==> src/rtl/dmae_pkg.sv <==
// dmae_pkg: shared field positions, register offsets and state encoding
// for the descriptor DMA engine. Assumes a 32-bit register interface.
package dmae_pkg;
    localparam int AW = 32;
    localparam int SW = 12;

    localparam int CTL_START = 0;
    localparam int CTL_STOP  = 1;
    localparam int CTL_DIR   = 2;
    localparam int CTL_DESC  = 3;
    localparam int CTL_HOLD  = 7;
    localparam int CTL_TBL32 = 11;
    localparam int CTL_ISM   = 16;

    localparam int ST_ACT    = 0;
    localparam int ST_NEND   = 1;
    localparam int ST_ERR    = 2;
    localparam int ST_DEVINT = 4;
    localparam int ST_DEVTRM = 5;
    localparam int ST_DNEND  = 6;
    localparam int ST_LINK   = 11;

    localparam logic [SW-1:0] ST_STICKY_MASK = 12'b1000_0111_0110;

    typedef enum logic [1:0] {
        RA_CTRL = 2'd0,
        RA_STAT = 2'd1,
        RA_IEN  = 2'd2,
        RA_BASE = 2'd3
    } reg_addr_e;

    typedef enum logic [2:0] {
        W_IDLE, W_FA, W_FL, W_GET, W_PUT, W_END
    } walk_e;
endpackage

==> src/rtl/dmae_desc_decode.sv <==
// dmae_desc_decode: splits a fetched two-word entry into buffer address,
// word-beat count (rounded up) and the end marker for the selected table mode.
// Assumes word 0 is the address word and word 1 the count word.
module dmae_desc_decode
    import dmae_pkg::*;
#(
    parameter int LEN_W = 29,
    localparam int BC_W = LEN_W - 1
) (
    input  logic [31:0]   w0,
    input  logic [31:0]   w1,
    input  logic          tbl32,
    output logic [AW-1:0] data_addr,
    output logic [BC_W-1:0] beats,
    output logic          last
);
    logic [LEN_W:0] padded;
    logic           unused_bits;

    // round the byte count up to whole words
    assign padded      = {1'b0, w1[LEN_W-1:0]} + (LEN_W+1)'(3);
    assign beats       = padded[LEN_W:2];
    // data is word aligned; low address bits carry no data meaning
    assign data_addr   = {w0[AW-1:2], 2'b00};
    // end marker location depends on table mode
    assign last        = tbl32 ? w0[0] : w1[31];
    assign unused_bits = ^{w0[1], w1[31:LEN_W]};
endmodule

==> src/rtl/dmae_regs.sv <==
// dmae_regs: control, status, interrupt-enable and table-base registers.
// Turns control writes into go/kill pulses for the walker, latches sticky
// status events and forms the level interrupt. Assumes one write per cycle.
module dmae_regs
    import dmae_pkg::*;
(
    input  logic          clk,
    input  logic          rst_n,
    input  logic          cpu_wr,
    input  logic [1:0]    cpu_addr,
    input  logic [31:0]   cpu_wdata,
    output logic [31:0]   cpu_rdata,
    output logic [AW-1:0] base_o,
    output logic          dir_o,
    output logic          tbl32_o,
    output logic          hold_o,
    output logic          go_o,
    output logic          kill_o,
    output logic          start_o,
    output logic [SW-1:0] sts_o,
    input  logic          desc_done_i,
    input  logic          table_done_i,
    input  logic          dev_irq_i,
    input  logic          dev_term_i,
    input  logic          link_irq_i,
    output logic          irq_o
);
    logic          start_q, dir_q, desc_q, hold_q, tbl32_q, ism_q;
    logic [SW-1:0] sts_q, ien_q, set_v, clr_v, view_v;
    logic [AW-1:0] base_q;
    logic          wr_ctl, wr_stat, try_start, bad_start;

    // decode register writes
    assign wr_ctl    = cpu_wr && (cpu_addr == RA_CTRL);
    assign wr_stat   = cpu_wr && (cpu_addr == RA_STAT);
    assign kill_o    = wr_ctl && start_q && (cpu_wdata[CTL_STOP] || cpu_wdata[CTL_HOLD]);
    assign try_start = wr_ctl && !start_q && cpu_wdata[CTL_START] && !cpu_wdata[CTL_STOP]
                       && !cpu_wdata[CTL_HOLD] && !hold_q;
    assign go_o      = try_start && cpu_wdata[CTL_DESC];
    assign bad_start = try_start && !cpu_wdata[CTL_DESC];

    // mode values seen by the walker at the go edge include the same write
    assign dir_o   = wr_ctl ? cpu_wdata[CTL_DIR]   : dir_q;
    assign tbl32_o = wr_ctl ? cpu_wdata[CTL_TBL32] : tbl32_q;
    assign hold_o  = hold_q;
    assign start_o = start_q;
    assign base_o  = base_q;
    assign sts_o   = sts_q;

    // control register: mode bits and the run bit
    always_ff @(posedge clk) begin
        if (!rst_n) begin
            start_q <= 1'b0; dir_q <= 1'b0; desc_q <= 1'b0;
            hold_q  <= 1'b0; tbl32_q <= 1'b0; ism_q <= 1'b0;
        end else begin
            if (wr_ctl) begin
                dir_q   <= cpu_wdata[CTL_DIR];
                desc_q  <= cpu_wdata[CTL_DESC];
                hold_q  <= cpu_wdata[CTL_HOLD];
                tbl32_q <= cpu_wdata[CTL_TBL32];
                ism_q   <= cpu_wdata[CTL_ISM];
            end
            if (kill_o)            start_q <= 1'b0;
            else if (go_o)         start_q <= 1'b1;
            else if (table_done_i) start_q <= 1'b0;
        end
    end

    // table base and interrupt-enable registers
    always_ff @(posedge clk) begin
        if (!rst_n) begin
            base_q <= '0;
            ien_q  <= '0;
        end else if (cpu_wr) begin
            if (cpu_addr == RA_BASE) base_q <= cpu_wdata;
            if (cpu_addr == RA_IEN)  ien_q  <= cpu_wdata[SW-1:0];
        end
    end

    // collect status set events
    always_comb begin
        set_v              = '0;
        set_v[ST_NEND]     = table_done_i;
        set_v[ST_ERR]      = bad_start;
        set_v[ST_DEVINT]   = dev_irq_i;
        set_v[ST_DEVTRM]   = dev_term_i;
        set_v[ST_DNEND]    = desc_done_i;
        set_v[ST_LINK]     = link_irq_i;
    end
    assign clr_v = wr_stat ? cpu_wdata[SW-1:0] : '0;

    // sticky status: set wins over write-one-to-clear, hold clears all
    always_ff @(posedge clk) begin
        if (!rst_n || hold_q) sts_q <= '0;
        else                  sts_q <= ((sts_q & ~clr_v) | set_v) & ST_STICKY_MASK;
    end

    // status view with the live active bit, and the interrupt
    assign view_v = {sts_q[SW-1:1], start_q};
    assign irq_o  = |(view_v & ien_q);

    // register read mux
    always_comb begin
        cpu_rdata = '0;
        unique case (cpu_addr)
            RA_CTRL: begin
                cpu_rdata[CTL_START] = start_q;
                cpu_rdata[CTL_DIR]   = dir_q;
                cpu_rdata[CTL_DESC]  = desc_q;
                cpu_rdata[CTL_HOLD]  = hold_q;
                cpu_rdata[CTL_TBL32] = tbl32_q;
                cpu_rdata[CTL_ISM]   = ism_q;
            end
            RA_STAT: cpu_rdata[SW-1:0] = view_v;
            RA_IEN:  cpu_rdata[SW-1:0] = ien_q;
            default: cpu_rdata = base_q;
        endcase
    end
endmodule

==> src/rtl/dmae_walker.sv <==
// dmae_walker: fetches entries from the table, counts down word beats and
// moves each word between memory and the device FIFO. Assumes the memory
// returns read data together with its acknowledge and that a dropped request
// (on kill) may simply be abandoned.
module dmae_walker
    import dmae_pkg::*;
#(
    parameter int LEN_W = 29,
    localparam int BC_W = LEN_W - 1
) (
    input  logic          clk,
    input  logic          rst_n,
    input  logic          go_i,
    input  logic          kill_i,
    input  logic          hold_i,
    input  logic          dir_i,
    input  logic          tbl32_i,
    input  logic [AW-1:0] base_i,
    output logic          mem_req,
    output logic          mem_we,
    output logic [AW-1:0] mem_addr,
    output logic [31:0]   mem_wdata,
    input  logic          mem_ack,
    input  logic [31:0]   mem_rdata,
    input  logic          dev_rd_valid,
    input  logic [31:0]   dev_rd_data,
    output logic          dev_rd_pop,
    input  logic          dev_wr_ready,
    output logic [31:0]   dev_wr_data,
    output logic          dev_wr_push,
    output logic          desc_done_o,
    output logic          table_done_o
);
    walk_e           state;
    logic [AW-1:0]   ptr, daddr, dec_addr;
    logic [31:0]     w0_q, dword;
    logic [BC_W-1:0] beats, dec_beats;
    logic            last_q, dir_q, tbl_q, dec_last, put_fire;
    logic            unused_base;

    dmae_desc_decode #(.LEN_W(LEN_W)) u_dec (
        .w0(w0_q), .w1(mem_rdata), .tbl32(tbl_q),
        .data_addr(dec_addr), .beats(dec_beats), .last(dec_last)
    );

    assign unused_base = ^base_i[2:0];
    assign put_fire    = dir_q ? mem_ack : dev_wr_ready;

    // walk the table one state per step
    always_ff @(posedge clk) begin
        if (!rst_n) begin
            state <= W_IDLE; ptr <= '0; daddr <= '0; w0_q <= '0; dword <= '0;
            beats <= '0; last_q <= 1'b0; dir_q <= 1'b0; tbl_q <= 1'b0;
        end else if (kill_i || hold_i) begin
            state <= W_IDLE;
        end else begin
            unique case (state)
                W_IDLE: if (go_i) begin
                    ptr   <= {base_i[AW-1:3], 3'b000};
                    dir_q <= dir_i;
                    tbl_q <= tbl32_i;
                    state <= W_FA;
                end
                W_FA: if (mem_ack) begin
                    w0_q  <= mem_rdata;
                    state <= W_FL;
                end
                W_FL: if (mem_ack) begin
                    daddr  <= dec_addr;
                    beats  <= dec_beats;
                    last_q <= dec_last;
                    ptr    <= ptr + AW'(8);
                    state  <= (dec_beats == '0) ? W_END : W_GET;
                end
                W_GET: if (dir_q) begin
                    if (dev_rd_valid) begin
                        dword <= dev_rd_data;
                        state <= W_PUT;
                    end
                end else if (mem_ack) begin
                    dword <= mem_rdata;
                    state <= W_PUT;
                end
                W_PUT: if (put_fire) begin
                    daddr <= daddr + AW'(4);
                    beats <= beats - BC_W'(1);
                    state <= (beats == BC_W'(1)) ? W_END : W_GET;
                end
                W_END:   state <= last_q ? W_IDLE : W_FA;
                default: state <= W_IDLE;
            endcase
        end
    end

    // memory master request and address selection
    always_comb begin
        mem_req  = (state == W_FA) || (state == W_FL) ||
                   (state == W_GET && !dir_q) || (state == W_PUT && dir_q);
        mem_we   = (state == W_PUT) && dir_q;
        unique case (state)
            W_FA:    mem_addr = ptr;
            W_FL:    mem_addr = ptr + AW'(4);
            default: mem_addr = daddr;
        endcase
    end
    assign mem_wdata = dword;

    // device FIFO handshakes and completion pulses
    assign dev_rd_pop   = (state == W_GET) && dir_q && dev_rd_valid;
    assign dev_wr_push  = (state == W_PUT) && !dir_q && dev_wr_ready;
    assign dev_wr_data  = dword;
    assign desc_done_o  = (state == W_END);
    assign table_done_o = (state == W_END) && last_q;
endmodule

==> src/rtl/dmae_top.sv <==
// dmae_top: descriptor-chained bus-master DMA engine. Joins the register
// file and the table walker. Assumes a single clock and synchronous reset.
module dmae_top
    import dmae_pkg::*;
#(
    parameter int LEN_W = 29
) (
    input  logic          clk,
    input  logic          rst_n,
    input  logic          cpu_wr,
    input  logic [1:0]    cpu_addr,
    input  logic [31:0]   cpu_wdata,
    output logic [31:0]   cpu_rdata,
    output logic          irq,
    output logic          mem_req,
    output logic          mem_we,
    output logic [31:0]   mem_addr,
    output logic [31:0]   mem_wdata,
    input  logic          mem_ack,
    input  logic [31:0]   mem_rdata,
    input  logic          dev_rd_valid,
    input  logic [31:0]   dev_rd_data,
    output logic          dev_rd_pop,
    input  logic          dev_wr_ready,
    output logic [31:0]   dev_wr_data,
    output logic          dev_wr_push,
    input  logic          dev_irq,
    input  logic          dev_term,
    input  logic          link_irq
);
    logic [AW-1:0] base_w;
    logic [SW-1:0] sts_w;
    logic dir_w, tbl32_w, hold_w, go_w, kill_w, start_w, desc_done_w, table_done_w;

    dmae_regs u_regs (
        .clk(clk), .rst_n(rst_n), .cpu_wr(cpu_wr), .cpu_addr(cpu_addr),
        .cpu_wdata(cpu_wdata), .cpu_rdata(cpu_rdata), .base_o(base_w),
        .dir_o(dir_w), .tbl32_o(tbl32_w), .hold_o(hold_w), .go_o(go_w),
        .kill_o(kill_w), .start_o(start_w), .sts_o(sts_w),
        .desc_done_i(desc_done_w), .table_done_i(table_done_w),
        .dev_irq_i(dev_irq), .dev_term_i(dev_term), .link_irq_i(link_irq),
        .irq_o(irq)
    );

    dmae_walker #(.LEN_W(LEN_W)) u_walk (
        .clk(clk), .rst_n(rst_n), .go_i(go_w), .kill_i(kill_w), .hold_i(hold_w),
        .dir_i(dir_w), .tbl32_i(tbl32_w), .base_i(base_w),
        .mem_req(mem_req), .mem_we(mem_we), .mem_addr(mem_addr),
        .mem_wdata(mem_wdata), .mem_ack(mem_ack), .mem_rdata(mem_rdata),
        .dev_rd_valid(dev_rd_valid), .dev_rd_data(dev_rd_data), .dev_rd_pop(dev_rd_pop),
        .dev_wr_ready(dev_wr_ready), .dev_wr_data(dev_wr_data), .dev_wr_push(dev_wr_push),
        .desc_done_o(desc_done_w), .table_done_o(table_done_w)
    );
endmodule

==> config.mk <==
export PLATFORM = sky130hd
export DESIGN_NAME = dmae_top
export DESIGN_NICKNAME = d
export VERILOG_FILES = /design/src/rtl/dmae_pkg.sv /design/src/rtl/dmae_desc_decode.sv /design/src/rtl/dmae_regs.sv /design/src/rtl/dmae_walker.sv /design/src/rtl/dmae_top.sv
export SDC_FILE = /design/constraint.sdc
export NUM_CORES = 1
export LEC_CHECK = 0
export BUFFER_PORTS_ARGS = -buffer_cell sky130_fd_sc_hd__buf_2
export CELL_PAD_IN_SITES_DETAIL_PLACEMENT = 2
export CELL_PAD_IN_SITES_GLOBAL_PLACEMENT = 2
export CORE_MARGIN = 4
export CORE_UTILIZATION = 35
export CTS_BUF_LIST = sky130_fd_sc_hd__clkbuf_8
export DETAILED_ROUTE_END_ITERATION = 12
export PLACE_DENSITY_LB_ADDON = 0.3
export SLEW_MARGIN = 20
export SYNTH_ARGS = -nofsm -noshare
export SYNTH_HDL_FRONTEND = slang
export SYNTH_SLANG_ARGS = --single-unit
==> constraint.sdc <==
create_clock -name clk -period 3.9 [get_ports clk]
set_clock_uncertainty 0.2 [all_clocks]
set_input_delay 0.195 -clock clk [delete_from_list [all_inputs] [get_ports clk]]
set_output_delay 0.195 -clock clk [all_outputs]
set_load 0.01 [all_outputs]
==> metrics.yaml <==
drt-initial-drc-count: 799
clk_pin_slew_ns: 0.08
status: "completed"
layout.nets: 1943
yosys_warnings: 0
synth_edf_count: 0
power_mw: 5.638
required_ns: 4.15
synthArstFlopShare: 0
grt_pass1_wl_um: 90690
grt_util_all_layers: 0.2959
fp.dieArea_um2: 37500
critPathArrivalTime_ns: 3.34
irDropWorstVdd_mv: 0.1991
cts-buffers-inserted: 42
rows: 67
drc: 0
cts.path.max_buffers: 3
worst_pin_slew_ns: 1.046
grt_max_degree: 80
initial_utilization: 0.3571
wl_per_cell_um: 24.88
tns_ns: 0
synth_area_um2: 12060
multi_input_comb_area_um2: 6992
final_cell_mix: "buf_2 (237), dfxtp_1 (211), nor2_1 (201)"
regArea_um2: 4245
placedCellCount: 2108
worstSetupEndpointType: "register"
maxSlewViolCount: 0
period_needed_ns: 3.099
overflow: 0
dp_hpwl_um: 34200
io_buffers: 237
drv_cap: 0
cts-root-buf: "clkbuf_8"
layout_commonest_cell: "buf_2"
grt_pass1_vias: 15006
path_class: "register to register"
syn_inst: 1556
power_density_nw_per_um2: 365.8
layout-drive-gt1-share: 0.2183
power_leakage_nw: 6.025
antenna_found_initial: 2
synth_top_area_cell: "dfxtp_1"
clk_latency_ns: 0.58
fmax_ghz: 0.3227
tritoncts: "built"
vias: 13428
synth_seq_area_share: 0.3518
clock_sinks: 212
routed_wl_um: 57450
ys_types: 82
final_cells: 2309
vias_per_cell: 5.816
finalHoldViolCount: 0
area_delta_synth_final_pct: 27.79
fillers: 3808
htree_levels: 2
synth_flop_cell: "dfxtp_1"
setup-violations-final: 0
synthTopCellsByArea: "dfxtp_1 (35%), mux2i_1 (6.6%), a21oi_1 (6.5%)"
crit_chain: "inv_1 > or3_2 > nor3_1 > nand3_1 > o21ai_0 > a21oi_1"
boundaryPins: 240
die_y_um: 193.7
hp-class: "input pin to register"
cp_max_fo: 37
relSlewSlack: 0.2962
critPathSlowestCell: "or3_2"
slowest_delay_ns: 0.88
postCtsSetupBuffers: 0
first_pass_iters: 5
critPathLaunchType: "register"
syn_area_per_cell_um2: 7.752
ys_seq_elements: 212
post-route-period-util: 0.7946
synth_top_area_share: 0.3518
die_w_um: 193.7
cts_resized: 0
gp_congestion: 0.8297
rsz0062_at_grt: "no"
core_um2: 33780
ant_nets: 0
-- Yosys cell counts, types with 4 or more instances --
| cell type | number |
|---|---|
| mux2_2 | 34 |
| and2_1 | 10 |
| and4_1 | 5 |
| buf_4 | 36 |
| o22ai_1 | 9 |
| nor2b_1 | 9 |
| mux2i_1 | 79 |
| dfxtp_1 | 212 |
| nand3_1 | 60 |
| a211oi_1 | 50 |
| xor2_1 | 8 |
| buf_1 | 11 |
| buf_2 | 16 |
| clkbuf_1 | 94 |
| o211ai_1 | 4 |
| or2_2 | 4 |
| o31ai_1 | 5 |
| ha_1 | 4 |
| o221a_2 | 10 |
| o21ai_0 | 77 |
| nor2_1 | 203 |
| a22oi_1 | 18 |
| nor3_1 | 30 |
| nand2_1 | 185 |
| nor4_1 | 22 |
| o21ai_1 | 8 |
| nand4_1 | 21 |
| and3_1 | 34 |
| a32o_1 | 5 |
| a21oi_1 | 157 |
| a31oi_1 | 10 |
| xnor2_1 | 20 |
| nor4_2 | 4 |
| inv_1 | 9 |
| clkbuf_8 | 5 |
| nor3b_1 | 7 |
| a22o_1 | 7 |
| a311oi_1 | 5 |
-- through the flow --
step	util	instance area, µm²	setup slack (ns)	hold slack, ns
finish	0.4563	15410	0.8009	0.07506
global route	0.4563	15410	0.6001	0.05859
CTS	0.4562	15410	0.9530	0.001517
detailed placement	0.3936	13300	0.9967	0.2231
global placement	0.3936	13300	1.153	0.2007
floorplan	-	12070	1.457	0.1124
-- power breakdown --
group          switching, mW  internal [mW]
clock                   1.10           1.28
sequential            0.0789           2.23
combinational          0.595          0.361
-- metal layers --
metal | up-vias | part of all wire | wire length, µm | global-route usage
met5 | - | 0 | 0 | 0
met4 | 0 | 0.035 | 2032 | 0.1081
met3 | 122 | 0.042 | 2432 | 0.03979
met2 | 380 | 0.51 | 29230 | 0.5300
met1 | 6837 | 0.41 | 23750 | 0.3627
li1 | 6089 | - | - | -
-- registers in the layout, summed over array words and instances (netlist names), 3 cells and up --
register / flops
u_regs.base_o: 32
u_walk.w0_q: 31
u_regs.ien_q: 12
u_walk.state: 3
u_walk.daddr: 30
u_walk.dev_wr_data: 32
u_walk.beats: 28
u_walk.ptr: 29
u_regs.sts_o: 6
-- area by class of cell --
cell class	count	area share
Multi-Input combinational cell	1171	0.4536
Antenna cell	1	0.0001623
Tap cell	448	0.03636
Clock inverter	19	0.006818
Inverter	11	0.002922
Timing Repair Buffer	394	0.1774
Clock buffer	53	0.04732
Sequential cell	212	0.2754
-- worst max-delay path, delay by kind of cell, from the launching register on --
kind	cells	cell delay [ns]
AND/OR/NAND/NOR	3	1.65
flip-flops	1	0.63
AO/OA/AOI/OAI	2	0.33
buffers and inverters	1	0.16
-- path summary, 6_finish.rpt --
check | startpoint | endpoint | slack [ns] | cells past startpoint
worst min register to register | u_regs.base_o[1] | u_regs.base_o[1] | 0.27 | 2
worst min-delay path | dev_rd_valid | u_walk.state[0] | 0.08 | 5
worst max register to register | u_walk.state[2] | u_walk.beats[12] | 0.80 | 6
worst max-delay path | u_walk.state[2] | u_walk.beats[12] | 0.80 | 6
-- timing repair --
item | CTS | global route
setup endpoints to repair | 0 | 0
endpoints found under the hold margin | 132 | 0
hold buffers | 128 | 0
-- kinds of logic (layout without fill, tap and decap cells) --
family          after synthesis  count (layout)  share of synthesized area
simple gates                623             623                     0.2440
compound gates              399             399                     0.2070
flops                       212             212                     0.3518
buf+inv                     174             477                    0.07136
mux                         115             115                     0.1010
xor+xnor                     28              28                    0.02033
fa+ha+maj                     4               4                   0.004149
other cells                   1               3                  0.0003109
Power figures use the tool's default switching activity.
